===== src/rtl/lsu_pkg.sv =====
`timescale 1ns/1ps
package lsu_pkg;
  typedef enum logic {OP_LOAD = 1'b0, OP_STORE = 1'b1} lsu_op_e;
  localparam int LANE_W = 8;
endpackage


===== src/rtl/lsu_store_buf.sv =====
`timescale 1ns/1ps
module lsu_store_buf #(
  parameter int AW    = 32,
  parameter int DW    = 32,
  parameter int DEPTH = 4,
  localparam int BW   = DW / lsu_pkg::LANE_W,
  localparam int IW   = (DEPTH > 1) ? $clog2(DEPTH) : 1,
  localparam int CW   = $clog2(DEPTH + 1)
) (
  input  logic          clk_i,
  input  logic          rst_ni,
  input  logic          push_i,
  input  logic [AW-1:0] push_addr_i,
  input  logic [DW-1:0] push_data_i,
  input  logic [BW-1:0] push_be_i,
  input  logic          pop_i,
  input  logic [AW-1:0] look_addr_i,
  input  logic [BW-1:0] look_be_i,
  output logic          full_o,
  output logic [CW-1:0] count_o,
  output logic [AW-1:0] head_addr_o,
  output logic [DW-1:0] head_data_o,
  output logic [BW-1:0] head_be_o,
  output logic          hit_full_o,
  output logic          hit_part_o,
  output logic [DW-1:0] hit_data_o
);
  logic [AW-1:0] addr_q [DEPTH];
  logic [DW-1:0] data_q [DEPTH];
  logic [BW-1:0] be_q   [DEPTH];
  logic [IW-1:0] head_q, tail_q, sel;
  logic [CW-1:0] cnt_q;
  logic          hit;

  function automatic logic [IW-1:0] nxt(input logic [IW-1:0] p);
    return (p == IW'(DEPTH - 1)) ? '0 : p + 1'b1;
  endfunction

  always_ff @(posedge clk_i) begin
    if (push_i) begin
      addr_q[tail_q] <= push_addr_i;
      data_q[tail_q] <= push_data_i;
      be_q[tail_q]   <= push_be_i;
    end
  end

  always_ff @(posedge clk_i or negedge rst_ni) begin
    if (!rst_ni) begin
      head_q <= '0;
      tail_q <= '0;
      cnt_q  <= '0;
    end else begin
      if (push_i) tail_q <= nxt(tail_q);
      if (pop_i)  head_q <= nxt(head_q);
      cnt_q <= cnt_q + CW'(push_i) - CW'(pop_i);
    end
  end

  // scan oldest to youngest; last match wins
  always_comb begin
    hit = 1'b0;
    sel = head_q;
    for (int k = 0; k < DEPTH; k++) begin
      int idx;
      idx = (int'(head_q) + k) % DEPTH;
      if (k < int'(cnt_q) && addr_q[idx] == look_addr_i) begin
        hit = 1'b1;
        sel = IW'(idx);
      end
    end
  end

  assign hit_full_o  = hit && ((look_be_i & ~be_q[sel]) == '0);
  assign hit_part_o  = hit && !hit_full_o;
  assign hit_data_o  = data_q[sel];
  assign full_o      = (cnt_q == CW'(DEPTH));
  assign count_o     = cnt_q;
  assign head_addr_o = addr_q[head_q];
  assign head_data_o = data_q[head_q];
  assign head_be_o   = be_q[head_q];
endmodule


===== src/rtl/lsu_rsp_order.sv =====
`timescale 1ns/1ps
module lsu_rsp_order #(
  parameter int DW    = 32,
  parameter int DEPTH = 4,
  localparam int BW   = DW / lsu_pkg::LANE_W,
  localparam int IW   = (DEPTH > 1) ? $clog2(DEPTH) : 1,
  localparam int CW   = $clog2(DEPTH + 1)
) (
  input  logic          clk_i,
  input  logic          rst_ni,
  input  logic          push_i,
  input  logic          push_fwd_i,
  input  logic [DW-1:0] push_data_i,
  input  logic [BW-1:0] push_be_i,
  input  logic          mem_valid_i,
  input  logic [DW-1:0] mem_data_i,
  output logic          full_o,
  output logic          rsp_valid_o,
  output logic [DW-1:0] rsp_data_o
);
  typedef struct packed {
    logic          fwd;
    logic [BW-1:0] be;
    logic [DW-1:0] data;
  } ent_t;

  ent_t          ent_q [DEPTH];
  logic [DW-1:0] rd_q  [DEPTH];
  logic [IW-1:0] eh_q, et_q, rh_q, rt_q;
  logic [CW-1:0] ec_q, rc_q;
  ent_t          head;
  logic          rd_pop;
  logic [DW-1:0] raw, lane_mask;

  function automatic logic [IW-1:0] nxt(input logic [IW-1:0] p);
    return (p == IW'(DEPTH - 1)) ? '0 : p + 1'b1;
  endfunction

  assign head        = ent_q[eh_q];
  assign rsp_valid_o = (ec_q != '0) && (head.fwd || rc_q != '0);
  assign rd_pop      = rsp_valid_o && !head.fwd;
  assign full_o      = (ec_q == CW'(DEPTH));

  always_ff @(posedge clk_i) begin
    if (push_i)      ent_q[et_q] <= '{fwd: push_fwd_i, be: push_be_i, data: push_data_i};
    if (mem_valid_i) rd_q[rt_q]  <= mem_data_i;
  end

  always_ff @(posedge clk_i or negedge rst_ni) begin
    if (!rst_ni) begin
      eh_q <= '0; et_q <= '0; ec_q <= '0;
      rh_q <= '0; rt_q <= '0; rc_q <= '0;
    end else begin
      if (push_i)      et_q <= nxt(et_q);
      if (rsp_valid_o) eh_q <= nxt(eh_q);
      ec_q <= ec_q + CW'(push_i) - CW'(rsp_valid_o);
      if (mem_valid_i) rt_q <= nxt(rt_q);
      if (rd_pop)      rh_q <= nxt(rh_q);
      rc_q <= rc_q + CW'(mem_valid_i) - CW'(rd_pop);
    end
  end

  always_comb begin
    for (int b = 0; b < BW; b++) lane_mask[b*lsu_pkg::LANE_W +: lsu_pkg::LANE_W] = {lsu_pkg::LANE_W{head.be[b]}};
  end

  assign raw        = head.fwd ? head.data : rd_q[rh_q];
  assign rsp_data_o = raw & lane_mask;
endmodule


===== src/rtl/lsu_port_arb.sv =====
`timescale 1ns/1ps
module lsu_port_arb #(
  parameter int AW  = 32,
  parameter int DW  = 32,
  localparam int BW = DW / lsu_pkg::LANE_W
) (
  input  logic          ld_req_i,
  input  logic [AW-1:0] ld_addr_i,
  input  logic [BW-1:0] ld_be_i,
  input  logic          st_valid_i,
  input  logic [AW-1:0] st_addr_i,
  input  logic [DW-1:0] st_data_i,
  input  logic [BW-1:0] st_be_i,
  input  logic          mem_ready_i,
  output logic          mem_valid_o,
  output logic          mem_we_o,
  output logic [AW-1:0] mem_addr_o,
  output logic [DW-1:0] mem_wdata_o,
  output logic [BW-1:0] mem_be_o,
  output logic          st_pop_o
);
  // reads win the port outright
  assign mem_valid_o = ld_req_i || st_valid_i;
  assign mem_we_o    = !ld_req_i;
  assign mem_addr_o  = ld_req_i ? ld_addr_i : st_addr_i;
  assign mem_wdata_o = ld_req_i ? '0 : st_data_i;
  assign mem_be_o    = ld_req_i ? ld_be_i : st_be_i;
  assign st_pop_o    = st_valid_i && !ld_req_i && mem_ready_i;
endmodule


===== src/rtl/lsu_sched.sv =====
`timescale 1ns/1ps
module lsu_sched
  import lsu_pkg::*;
#(
  parameter int AW        = 32,
  parameter int DW        = 32,
  parameter int SB_DEPTH  = 4,
  parameter int RSP_DEPTH = 4,
  localparam int BW       = DW / LANE_W,
  localparam int SCW      = $clog2(SB_DEPTH + 1)
) (
  input  logic          clk_i,
  input  logic          rst_ni,
  input  logic          req_valid_i,
  output logic          req_ready_o,
  input  logic          req_op_i,
  input  logic [AW-1:0] req_addr_i,
  input  logic [DW-1:0] req_wdata_i,
  input  logic [BW-1:0] req_be_i,
  output logic          rsp_valid_o,
  output logic [DW-1:0] rsp_data_o,
  output logic          mem_req_valid_o,
  input  logic          mem_req_ready_i,
  output logic          mem_req_we_o,
  output logic [AW-1:0] mem_req_addr_o,
  output logic [DW-1:0] mem_req_wdata_o,
  output logic [BW-1:0] mem_req_be_o,
  input  logic          mem_rsp_valid_i,
  input  logic [DW-1:0] mem_rsp_data_i,
  input  logic          flush_i,
  output logic          flush_done_o
);
  logic           is_st, ld_req, st_req, ld_go, ld_issue, ld_acc, st_acc;
  logic           sb_full, fwd_hit, part_hit, st_pop, rq_full;
  logic [SCW-1:0] sb_count;
  logic [AW-1:0]  hd_addr;
  logic [DW-1:0]  hd_data, fwd_data;
  logic [BW-1:0]  hd_be;

  assign is_st    = (req_op_i == OP_STORE);
  assign ld_req   = req_valid_i && !is_st;
  assign st_req   = req_valid_i && is_st;
  assign ld_go    = ld_req && !flush_i && !rq_full && !part_hit;
  assign ld_issue = ld_go && !fwd_hit;
  assign ld_acc   = ld_go && (fwd_hit || mem_req_ready_i);
  assign st_acc   = st_req && !flush_i && !sb_full;

  assign req_ready_o  = !flush_i && (is_st ? !sb_full
                                           : (!rq_full && !part_hit && (fwd_hit || mem_req_ready_i)));
  assign flush_done_o = flush_i && (sb_count == '0);

  lsu_store_buf #(.AW(AW), .DW(DW), .DEPTH(SB_DEPTH)) u_sb (
    .clk_i, .rst_ni,
    .push_i(st_acc), .push_addr_i(req_addr_i), .push_data_i(req_wdata_i), .push_be_i(req_be_i),
    .pop_i(st_pop),
    .look_addr_i(req_addr_i), .look_be_i(req_be_i),
    .full_o(sb_full), .count_o(sb_count),
    .head_addr_o(hd_addr), .head_data_o(hd_data), .head_be_o(hd_be),
    .hit_full_o(fwd_hit), .hit_part_o(part_hit), .hit_data_o(fwd_data)
  );

  lsu_port_arb #(.AW(AW), .DW(DW)) u_arb (
    .ld_req_i(ld_issue), .ld_addr_i(req_addr_i), .ld_be_i(req_be_i),
    .st_valid_i(sb_count != '0), .st_addr_i(hd_addr), .st_data_i(hd_data), .st_be_i(hd_be),
    .mem_ready_i(mem_req_ready_i),
    .mem_valid_o(mem_req_valid_o), .mem_we_o(mem_req_we_o), .mem_addr_o(mem_req_addr_o),
    .mem_wdata_o(mem_req_wdata_o), .mem_be_o(mem_req_be_o), .st_pop_o(st_pop)
  );

  lsu_rsp_order #(.DW(DW), .DEPTH(RSP_DEPTH)) u_rsp (
    .clk_i, .rst_ni,
    .push_i(ld_acc), .push_fwd_i(fwd_hit), .push_data_i(fwd_data), .push_be_i(req_be_i),
    .mem_valid_i(mem_rsp_valid_i), .mem_data_i(mem_rsp_data_i),
    .full_o(rq_full), .rsp_valid_o(rsp_valid_o), .rsp_data_o(rsp_data_o)
  );
endmodule


===== config.mk =====
export PLATFORM = sky130hd
export DESIGN_NAME = lsu_sched
export DESIGN_NICKNAME = d
export VERILOG_FILES = /design/src/rtl/lsu_pkg.sv /design/src/rtl/lsu_store_buf.sv /design/src/rtl/lsu_rsp_order.sv /design/src/rtl/lsu_port_arb.sv /design/src/rtl/lsu_sched.sv
export SDC_FILE = /design/constraint.sdc
export NUM_CORES = 1
export LEC_CHECK = 0
export CELL_PAD_IN_SITES_DETAIL_PLACEMENT = 2
export CELL_PAD_IN_SITES_GLOBAL_PLACEMENT = 2
export CORE_ASPECT_RATIO = 0.75
export CORE_UTILIZATION = 40
export DETAILED_ROUTE_END_ITERATION = 8
export PLACE_DENSITY = 0.74
export SKIP_LAST_GASP = 1
export SYNTH_ARGS = -nofsm -noshare
export SYNTH_HDL_FRONTEND = slang
export SYNTH_SLANG_ARGS = --single-unit

===== constraint.sdc =====
create_clock -name clk_i -period 5.61 [get_ports clk_i]
set_clock_uncertainty 0.05 [all_clocks]
set_input_delay 1.122 -clock clk_i [delete_from_list [all_inputs] [get_ports clk_i]]
set_output_delay 1.122 -clock clk_i [all_outputs]
set_load 0.02 [all_outputs]

# [Word level (Yosys, flattened, before mapping)]
# Memories as Yosys holds them, arrays and structs flattened.
# Cells that the tools add are included.
[word_totals] register_bits=21 ram_bits=548 in_bits=107 output_inout_bits=105 wordCells=111 memories=5
[mem_list] name="u_rsp.ent_q" words=4 word_bits=37 rd=1 rd_clocked_by_memory_dff=0 wr=1 line="lsu_rsp_order.sv:27" source="ent_t ent_q [DEPTH];"
[mem_list] name="u_rsp.rd_q" words=4 word_bits=32 rd=1 rd_clocked_by_memory_dff=0 wr=1 line="lsu_rsp_order.sv:28" source="logic [DW-1:0] rd_q [DEPTH];"
[mem_list] name="u_sb.addr_q" words=4 word_bits=32 rd=4 rd_clocked_by_memory_dff=0 wr=1 line="lsu_store_buf.sv:28" source="logic [AW-1:0] addr_q [DEPTH];"
[mem_list] name="u_sb.data_q" words=4 word_bits=32 rd=2 rd_clocked_by_memory_dff=0 wr=1 line="lsu_store_buf.sv:29" source="logic [DW-1:0] data_q [DEPTH];"
[mem_list] name="u_sb.be_q" words=4 word_bits=4 rd=2 rd_clocked_by_memory_dff=0 wr=1 line="lsu_store_buf.sv:30" source="logic [BW-1:0] be_q [DEPTH];"
[op_classes] n_addsub=15 magnitude_cmp=4 n_eq_ne=12 n_mux=24 n_bitwise=3 n_reduce_logical=39
[ops] cell="32-bit equality test" n=4
[ops] cell="32-bit two-way mux" n=3
[ops] cell="32-bit AND" n=1
[ops] cell="1-bit logical AND" n=23
[ops] cell="2-bit two-way mux" n=9
[ops] cell="2-bit by 1-bit adder with 2-bit output, second input constant" n=7
[ops] cell="2-bit equality test, second input constant" n=6
[ops] cell="1-bit two-way mux" n=11
[ops] cell="3-bit by 1-bit adder with 3-bit output" n=3
[ops] cell="3-bit nonzero test" n=3
[ops] cell="3-bit by 1-bit subtractor with 3-bit output" n=3
[ops] cell="1-bit logical NOT" n=8
[ops] cell="3-bit equality test, second input constant" n=2
[ops] cell="1-bit by 3-bit < comparator with 1-bit output, first input constant" n=2
[ops] cell="2-bit by 3-bit < comparator with 1-bit output, first input constant" n=2
[ops] cell="2-bit adder, second input constant" n=2
[ops] cell="4-bit AND" n=1
[ops] cell="4-bit logical NOT" n=1
[ops] cell="4-bit two-way mux" n=1
[ops] cell="4-bit NOT" n=1
[ops] cell="3-bit logical NOT" n=1
[ops] cell="1-bit logical OR" n=3

# [Depth between registers and ports, before layout]
# Gate-level depths: netlist of run 1.
# An unclocked memory read counts as a cell.
[logic_depth] word_depth=21 mapped_depth=22 ltp_nobuf=17

# [Modules after synthesis]
# A second synthesis of run 1 with hierarchy kept.
[unflattened] hier_cells=1625 area_unflattened_um2=28292.1
[by_module_without_submodules] module="lsu_store_buf" instances=1 cells_per_inst=1021 area_per_inst_um2=16084.2 seq_area_each_um2=8343.0
[by_module_without_submodules] module="lsu_rsp_order" instances=1 cells_per_inst=514 area_per_inst_um2=11269.6 seq_area_each_um2=8638.3
[by_module_without_submodules] module="lsu_port_arb" instances=1 cells_per_inst=79 area_per_inst_um2=853.3 seq_area_each_um2=0.0
[by_module_without_submodules] module="lsu_sched" instances=1 cells_per_inst=11 area_per_inst_um2=85.1 seq_area_each_um2=0.0

# [Least setup slack after synthesis of run 1]
# Ideal clock, no wire load.
[synth_path] path_kind="in2out" start="input req_addr_i[29]" end="output req_ready_o" arrival_time_ns=4.222 t_required_ns=4.438 setup_slack_ns=0.216 cell_stages=12 n_path_buf=1 path_cell_list="clkbuf_1 > o22ai_1 > or4_1 > a211oi_1 > and4_1 > o21bai_1 > a21oi_1 > o2bb2ai_1 > mux2_2 > a22o_1 > nor4_2 > o21a_1"
[synth_via] elab_chain_cells=17 elab_cells_between_ends=28 classes_between="eq/ne: 4; mux: 8; bitwise: 2; reduce/logical: 13; memory: 1"
[synth_rtl] element="start: declaration" line="lsu_sched.sv:17" source="input logic [AW-1:0] req_addr_i,"
[synth_rtl] element="32-bit equality test" line="lsu_store_buf.sv:66" source="if (k < int'(cnt_q) && addr_q[idx] == look_addr_i) begin"
[synth_rtl] element="1-bit logical AND" line="lsu_store_buf.sv:66"
[synth_rtl] element="2-bit two-way mux (3 in a row)" line="lsu_store_buf.sv:66"
[synth_rtl] element="memory read 4 x 4 bit"
[synth_rtl] element="4-bit NOT" line="lsu_store_buf.sv:73" source="assign hit_full_o = hit && ((look_be_i & ~be_q[sel]) == '0);"
[synth_rtl] element="4-bit AND" line="lsu_store_buf.sv:73"
[synth_rtl] element="4-bit logical NOT" line="lsu_store_buf.sv:73"
[synth_rtl] element="1-bit logical AND (*)" line="lsu_store_buf.sv:73"
[synth_rtl] element="via fwd_hit" line="lsu_sched.sv:34" source="logic sb_full, fwd_hit, part_hit, st_pop, rq_full;"
[synth_rtl] element="1-bit logical NOT" line="lsu_store_buf.sv:74" source="assign hit_part_o = hit && !hit_full_o;"
[synth_rtl] element="1-bit logical AND" line="lsu_store_buf.sv:74"
[synth_rtl] element="1-bit logical NOT" line="lsu_sched.sv:49" source=": (!rq_full && !part_hit && (fwd_hit || mem_req_ready_i)));"
[synth_rtl] element="1-bit logical AND" line="lsu_sched.sv:49"
[synth_rtl] element="1-bit logical AND (*)" line="lsu_sched.sv:49"
[synth_rtl] element="1-bit two-way mux (*)" line="lsu_sched.sv:48" source="assign req_ready_o = !flush_i && (is_st ? !sb_full"
[synth_rtl] element="1-bit logical AND (*)" line="lsu_sched.sv:48"
[synth_rtl] element="end: declaration" line="lsu_sched.sv:15" source="output logic req_ready_o,"
# The timed path passes the listed nets; every way through them passes the cells marked *.

# [Worst setup path after layout of run 1]
[layout_path] start="register u_sb.head_q[1]" end="output req_ready_o"
[layout_via] elab_chain_cells=19 elab_cells_between_ends=32 classes_between="add/sub: 3; eq/ne: 4; mux: 8; bitwise: 2; reduce/logical: 13; memory: 2"
[layout_rtl] element="start: declaration" line="lsu_store_buf.sv:31" source="logic [IW-1:0] head_q, tail_q, sel;"
[layout_rtl] element="start signal: assignment" line="lsu_store_buf.sv:54" source="if (pop_i) head_q <= nxt(head_q);"
[layout_rtl] element="2-bit by 1-bit adder with 2-bit output" line="lsu_store_buf.sv:65" source="idx = (int'(head_q) + k) % DEPTH;"
[layout_rtl] element="memory read 4 x 32 bit"
[layout_rtl] element="32-bit equality test" line="lsu_store_buf.sv:66"
[layout_rtl] element="1-bit logical AND" line="lsu_store_buf.sv:66"
[layout_rtl] element="2-bit two-way mux (3 in a row)" line="lsu_store_buf.sv:66"
[layout_rtl] element="memory read 4 x 4 bit"
[layout_rtl] element="4-bit NOT" line="lsu_store_buf.sv:73"
[layout_rtl] element="4-bit AND" line="lsu_store_buf.sv:73"
[layout_rtl] element="[... 2 more ...]"
[layout_rtl] element="via fwd_hit" line="lsu_sched.sv:34"
[layout_rtl] element="1-bit logical NOT" line="lsu_store_buf.sv:74"
[layout_rtl] element="1-bit logical AND" line="lsu_store_buf.sv:74"
[layout_rtl] element="1-bit logical NOT" line="lsu_sched.sv:49"
[layout_rtl] element="1-bit logical AND" line="lsu_sched.sv:49"
[layout_rtl] element="1-bit logical AND (*)" line="lsu_sched.sv:49"
[layout_rtl] element="1-bit two-way mux (*)" line="lsu_sched.sv:48"
[layout_rtl] element="1-bit logical AND (*)" line="lsu_sched.sv:48"
# Marks and branches as above.

==> results_dict.tcl, run 1 <==
set metrics [dict create \
    yosys-mux-area-fraction 0.245 \
    hpwlAfterDp_mm 59.6 \
    wirelength_mm 91.3 \
    p_sw_frac 0.375 \
    drc 0 \
    synth_seq_cells 569 \
    cts_tree "yes" \
    netSwitchingPower_uw 7360 \
    synth_area_leaders "edfxtp_1 (60%), mux4_2 (16%), mux2i_1 (4.7%), mux2_2 (3.3%), xnor2_1 (2.7%)" \
    cts_root_buffer "clkbuf_16" \
    fin_util 0.518 \
    fmax_ghz 0.149 \
    cts.path.max_buffers 3 \
    slew_violations 0 \
    pin_count 212 \
    routed_via_density 5.77 \
    instances_no_fill 2952 \
    core-area_um2 67400 \
    min_period_ps 6720 \
    syn_area_per_cell_um2 17.5 \
    synth.largest_area_cell "edfxtp_1" \
    synthTopCellsByCount "edfxtp_1 (548), mux4_2 (201), mux2i_1 (128)" \
    cts.clk_slew.worst_paths_ps 70 \
    relSlewSlack 0.275 \
    drive_gt1_frac 0.381 \
    r2r-end "u_rsp.ec_q[2]" \
    max_cap_viol_count 0 \
    fillers 5863 \
    drtAntennaViolNets 0 \
    grt_max_degree 56 \
    yosysUniqueCellTypes 62 \
    status "finished, violations left" \
    p_int_uw 12300 \
    whs_ps 511 \
    violations "negative setup slack" \
    numCtsBuffers 57 \
    crit_chain "ha_4 > buf_12 > buf_12 > buf_12 > mux2i_1 > xnor2_1 > or4_1 > a211oi_2 > nand4_1 > buf_4 > o22ai_4 > xor2_4 > buf_4 > mux2i_1 > mux2_2 > a22o_4 > nor4_4 > buf_4 > o21a_1 > buf_4" \
    min_path_type "flop to flop" \
    cpMostUsedCell "buf_4" \
    ir_drop_mv 0.363 \
    synth_top_family_by_area "multiplexers" \
    worst-endpoint-required_ps 4440 \
    p_leak_uw 0.0123 \
    synth_warnings 0 \
    cts.sinks 569 \
    synthFlopType "edfxtp_1" \
    post-place-cells 2790 \
    comb_power_share 0.523 \
    hp-start "u_rsp.rc_q[1]" \
    pwr-share-clk 0.191 \
    routedWlPerCell_um 30.9 \
    cp_max_fo 5 \
    fin_nets 2155 \
    multiInputGateArea_um2 10200 \
    fin_crit_sh 1.20 \
    die_w_um 305 \
    antenna_found_initial 7 \
    arrival_ps 5550 \
    rr_worst_depth 23 \
    syn_inst 1576 \
    synthXorXnorAreaFrac 0.0424 \
    synth_top_cell_area_share 0.598 \
    cp_slowest_stage_delay_ps 570 \
    num_rows 82 \
    hold_violations 0 \
    dieHeight_um 229 \
    yosys.area_share.simple 0.0377 \
    async_flop_share 0.0369 \
    synth_fa_ha_area_frac 0.0126 \
    setup_violations 220 \
    holdPathStages 1 \
    mappedNetlistArea_um2 27500 \
    start_util 0.408 \
    holdPathEnd "u_rsp.rc_q[2]" \
    yosysMostFrequentCell "edfxtp_1" \
    yosysSeqAreaShare 0.617 \
    cp-start-kind "flop" \
    critPathKind "flop to primary output" \
    syn2layout_area_growth_pct 26.9 \
    dieArea_um2 69800 \
    final.setup.worst_slack_ps -1110 \
    synth_edf_count 548 \
    dr.pass1.iters 5 \
    grt_overflow 0 \
    port_buffers 211 \
    worst_pin_slew_ps 1080 \
    cp-end-kind "primary output" \
    reg2reg_slack_ps -200 \
    seqCellArea_um2 17000 \
    powerDensity_nw_per_um2 562 \
    clk_latency_ps 630 \
    via_count 17022 \
    grt_pass1_vias 18793 \
    r2r-start "u_sb.head_q[1]" \
    grt.total_usage 0.253 \
    drt-initial-drc-count 1372 \
    synth.net_count 1709 \
    startpoint "u_sb.head_q[1]" \
    cts.htree.levels 2 \
    rsz0062_at_grt "true" \
    slowest_stage "or4_1" \
    gp_congestion 0.878 \
    seqPwrFrac 0.286 \
    grt_pass1_wl_mm 129 \
    synth_compound_area_frac 0.0217 \
]
critical path, delay by kind of cell, from the launching register on:
family                     cells  cell delay (ps)
buffers and inverters          7             1040
and+or+nand+nor                3              970
AOI/OAI and AO/OA              4              880
muxes                          3              770
DFF                            1              490
xor gates and xnor gates       2              420
adders and majority gates      1              330
area by class of cell:
type,instances,share of cell area
Multi-Input combinational cell,865,0.293
Timing Repair Buffer,502,0.134
Clock buffer,79,0.0447
Inverter,27,0.00290
Tap cell,882,0.0316
Clock inverter,25,0.00624
Sequential cell,569,0.487
Antenna cell,3,0.000215
state kept, by name (all words and copies together) (netlist names), 3 cells and up:
register,cells
u_sb.count_o,3
u_rsp.ent_q,148
u_rsp.ec_q,3
u_sb.data_q,128
u_rsp.rc_q,3
u_sb.addr_q,128
u_rsp.rd_q,128
u_sb.be_q,16
repair_timing:
item / 4_1_cts / 5_1_grt
setup endpoints to repair: 225 / 223
resized for setup: 191 / 175
endpoints found under the hold margin: 0 / 0
hold buffers: 0 / 0
setup buffers: 23 / 25
pin swaps: 10 / 10
gates cloned: 3 / 6
layer usage:
layer,GRT usage,share of wire,up-vias
li1,-,-,7164
met4,0.0597,0.017,6
met3,0.0507,0.054,99
met2,0.417,0.49,537
met5,0,0.00038,-
met1,0.346,0.43,9216
per-stage QoR:
step / power (µW) / instance area, µm² / worst slack [ps] / setup TNS [ps]
final: 19600 / 34900 / -1110 / -50080
after global routing: 20400 / 34900 / -1290 / -83760
after detailed placement: 15100 / 32300 / -1110 / -54650
after global placement: 14800 / 32300 / -903 / -24900
after floorplan: 11400 / 27500 / 216 / 0
after CTS: 19400 / 34500 / -962 / -41770
power groups by stage:
stage	Combinational [µW]	Sequential, µW	Clock, µW
after floorplan	5930	5520	0
after global placement	9150	5630	0
after detailed placement	9460	5690	0
after CTS	9960	5610	3800
after global routing	10800	5650	3960
final	10300	5610	3740
logic make-up (layout without fill, tap and decap cells):
group           after synthesis  in the layout
mux                         412            412
buf+inv                     143            633
flops                       569            569
xor+xnor                    131            131
fa+ha+maj                    26             26
compound gates               91             91
other cells                   0              3
simple gates                204            205
worst max-delay path by stage:
stage                             end  slack [ps]  cells after the start
after global placement    req_ready_o        -900                     17
after detailed placement  req_ready_o       -1110                     17
after floorplan           req_ready_o         220                     12
after CTS                 req_ready_o        -960                     20
final                     req_ready_o       -1110                     20
after global routing      req_ready_o       -1290                     21
cells in the final DEF (no fill, tap or decap), types with 10 or more instances in the layout:
| cell type | count |
|---|---|
| nor2b_1 | 24 |
| nor2_1 | 46 |
| clkbuf_1 | 18 |
| clkbuf_16 | 64 |
| clkdlybuf4s50_1 | 140 |
| clkinv_2 | 11 |
| edfxtp_1 | 548 |
| xnor2_2 | 11 |
| nand4_1 | 21 |
| inv_1 | 27 |
| mux4_2 | 201 |
| nand2_1 | 53 |
| buf_12 | 30 |
| o21ai_0 | 39 |
| ha_1 | 22 |
| dfrtp_1 | 15 |
| mux2i_1 | 124 |
| buf_4 | 272 |
| buf_2 | 31 |
| xor2_1 | 41 |
| and2_4 | 10 |
| xnor2_1 | 74 |
| mux2_2 | 81 |
No activity file was read; power rests on OpenSTA's default activity.
==> inputs of run 2 (changes only) <==
--- a/config.mk
+++ b/config.mk
@@ -7,7 +7,7 @@
 export LEC_CHECK = 0
 export CELL_PAD_IN_SITES_DETAIL_PLACEMENT = 2
 export CELL_PAD_IN_SITES_GLOBAL_PLACEMENT = 2
-export CORE_ASPECT_RATIO = 0.75
+export CORE_MARGIN = 4
 export CORE_UTILIZATION = 40
 export DETAILED_ROUTE_END_ITERATION = 8
 export PLACE_DENSITY = 0.74
==> run 2 against run 1 <==
  * The flow still finishes with violations (negative setup slack)
  * Critical path depth fell by 1
  * Final area rose by 1.9%
  * Wire length rose by 2.6%
  * Largest power group unchanged
  * Power rose by 5.3%
  * Register-to-register slack improved by 300 ps
  * Maximum frequency rose by 5.4%
  * Sequential share of layout area fell by 0.93 points
==> results_dict.tcl, run 2 (synthesis gave the netlist of run 1 again) <==
set metrics [dict create \
    status "finished, violations left" \
    violations "negative setup slack" \
    max_cap_viol_count 0 \
    gp_congestion 0.801 \
    relSlewSlack 0.238 \
    largest-register "u_rsp.ent_q" \
    grt_max_degree 69 \
    dieArea_um2 73000 \
    port_buffers 211 \
    grt_pass1_wl_mm 135 \
    seqPwrFrac 0.270 \
    met2WireLength_mm 48.6 \
    rr_worst_depth 23 \
    cp-end-kind "primary output" \
    min_path_type "flop to flop" \
    crit_chain "ha_4 > buf_12 > buf_12 > buf_8 > buf_8 > mux4_2 > xnor2_1 > nand4_1 > a2111oi_4 > nand4_1 > buf_4 > o22ai_4 > xor2_4 > mux2i_1 > mux2_4 > a22o_4 > nor4_4 > o21a_1 > buf_6" \
    setup_violations 71 \
    dieHeight_um 270 \
    crit_family "compound AO/OA/AOI/OAI gates" \
    cts.sinks 569 \
    ir_drop_mv 0.347 \
    drtAntennaViolNets 0 \
    whs_ps 496 \
    largest_register_ffs 148 \
    cp_slowest_stage_delay_ps 500 \
    comb_power_share 0.526 \
    start_util 0.407 \
    p_int_uw 13000 \
    final_cell_mix "edfxtp_1 (548), mux4_2 (201), buf_4 (201)" \
    arrival_ps 5210 \
    reg2reg_slack_ps 100 \
    slowest_stage "dfrtp_4" \
    drive_gt1_frac 0.390 \
    wirelength_mm 93.6 \
    syn2layout_area_growth_pct 29.4 \
    powerDensity_nw_per_um2 581 \
    routedWlPerCell_um 32.2 \
    cts_root_buffer "clkbuf_16" \
    p_sw_frac 0.372 \
    drt-initial-drc-count 1668 \
    numCtsBuffers 66 \
    fillers 5846 \
    fin_nets 2115 \
    cts_tree "yes" \
    crit_buf_inv 6 \
    fmax_ghz 0.157 \
    netSwitchingPower_uw 7690 \
    routed_via_density 5.92 \
    wl_met3_mm 4.89 \
    final.setup.worst_slack_ps -769 \
    top_layer_used "met5" \
    pwr-share-clk 0.204 \
    worst_pin_slew_ps 1140 \
    core-area_um2 67600 \
    rsz0062_at_grt "true" \
    slew_violations 0 \
    cts.htree.levels 3 \
    dr.pass1.iters 5 \
    grt.total_usage 0.250 \
    r2r-end "u_rsp.ec_q[2]" \
    layout_commonest_cell "edfxtp_1" \
    die_w_um 270 \
    antenna_found_initial 6 \
    hold_violations 0 \
    endpoint "req_ready_o" \
    critPathKind "flop to primary output" \
    pin_count 212 \
    grt_pass1_vias 18944 \
    min_period_ps 6380 \
    fin_crit_sh 1.14 \
    cp_max_fo 6 \
    fin_util 0.526 \
    m1WireLength_mm 36.7 \
    cp.depth 19 \
    clk_latency_ps 630 \
    p_leak_uw 0.0126 \
    via_count 17214 \
    grt_overflow 0 \
    cts.path.max_buffers 3 \
    cts.clk_slew.worst_paths_ps 60 \
    r2r-start "u_sb.head_q[0]" \
    drc 0 \
    num_rows 95 \
    cp-start-kind "flop" \
    worst-endpoint-required_ps 4440 \
    hpwlAfterDp_mm 57.9 \
    startpoint "u_sb.head_q[0]" \
]
-- run 2: cell types whose count changed in the layout (fill, tap and decap cells not counted), moves of 21 or more --
cell | previous run | this run
nor2b_4 | 2 | 23
buf_2 | 31 | 1
nor2b_1 | 24 | 2
buf_4 | 272 | 201
buf_6 | 6 | 63
-- run 2: cell type report --
| class | instances | area, µm² | share of cell area |
|---|---|---|---|
| Clock inverter | 34 | 325 | 0.00914 |
| Antenna cell | 6 | 15.0 | 0.000422 |
| Sequential cell | 569 | 17000 | 0.477 |
| Clock buffer | 83 | 1750 | 0.0490 |
| Inverter | 27 | 101 | 0.00285 |
| Tap cell | 873 | 1090 | 0.0307 |
| Multi-Input combinational cell | 864 | 10600 | 0.299 |
| Timing Repair Buffer | 454 | 4680 | 0.131 |
-- run 2: worst min path at each step --
stage | from | to | slack (ps) | cells past startpoint
4_1_cts | u_rsp.rc_q[1] | u_rsp.rc_q[2] | 510 | 1
3_3_place_gp | u_rsp.rh_q[1] | u_rsp.rh_q[1] | 470 | 1
5_1_grt | u_rsp.rc_q[1] | u_rsp.rc_q[2] | 530 | 1
2_1_floorplan | u_rsp.rc_q[1] | u_rsp.rc_q[2] | 450 | 1
6_report | u_rsp.rc_q[1] | u_rsp.rc_q[2] | 500 | 1
3_5_place_dp | u_rsp.rc_q[1] | u_rsp.rc_q[2] | 480 | 1
-- run 2: worst reg2reg max path, cell delays in order (launching register included) --
cell	delay [ps]
dfrtp_4	500
ha_4	350
buf_12	140
buf_12	120
buf_8	120
buf_8	130
mux4_2	310
xnor2_1	260
nand4_1	230
a2111oi_4	270
nand4_1	160
buf_4	190
o22ai_4	250
xor2_4	310
buf_8	190
mux2i_1	220
mux2i_1	130
buf_4	150
buf_4	120
o2111ai_2	240
o21ai_4	140
ha_1	250
fa_1	410
xnor2_1	180
-- run 2: stage by stage --
stage               TNS [ps]  instance area (µm²)  setup WS (ps)  total power, µW  std cells
finish                -33640                35600           -769            20700       2910
global route          -41940                35600           -939            21500       2909
CTS                   -18690                35200           -697            20400       2896
detailed placement    -49650                31800          -1020            15100       2723
global placement      -30000                31800           -942            14700       2723
floorplan                  0                27500            216            11400       1576
-- run 2: per-layer routing --
layer  track usage  up-vias
met5             0        -
met4        0.0974        2
met3        0.0452      177
met2         0.433      631
met1         0.313     9297
li1              -     7107
-- run 2: power by group through the flow --
| stage | clock, µW | combinational (µW) | sequential [µW] |
|---|---|---|---|
| 2_1_floorplan | 0 | 5930 | 5520 |
| 3_3_place_gp | 0 | 9090 | 5600 |
| 3_5_place_dp | 0 | 9400 | 5660 |
| 4_1_cts | 4260 | 10500 | 5580 |
| 5_1_grt | 4480 | 11400 | 5620 |
| 6_report | 4210 | 10900 | 5580 |
-- run 2: timing repair --
action                     in CTS  in global routing
setup endpoints to repair     120                202
hold buffers                    0                  0
buffers inserted               47                 10
pin swaps                      23                 11
gates resized for setup       514                 80
gates cloned                   10                  0
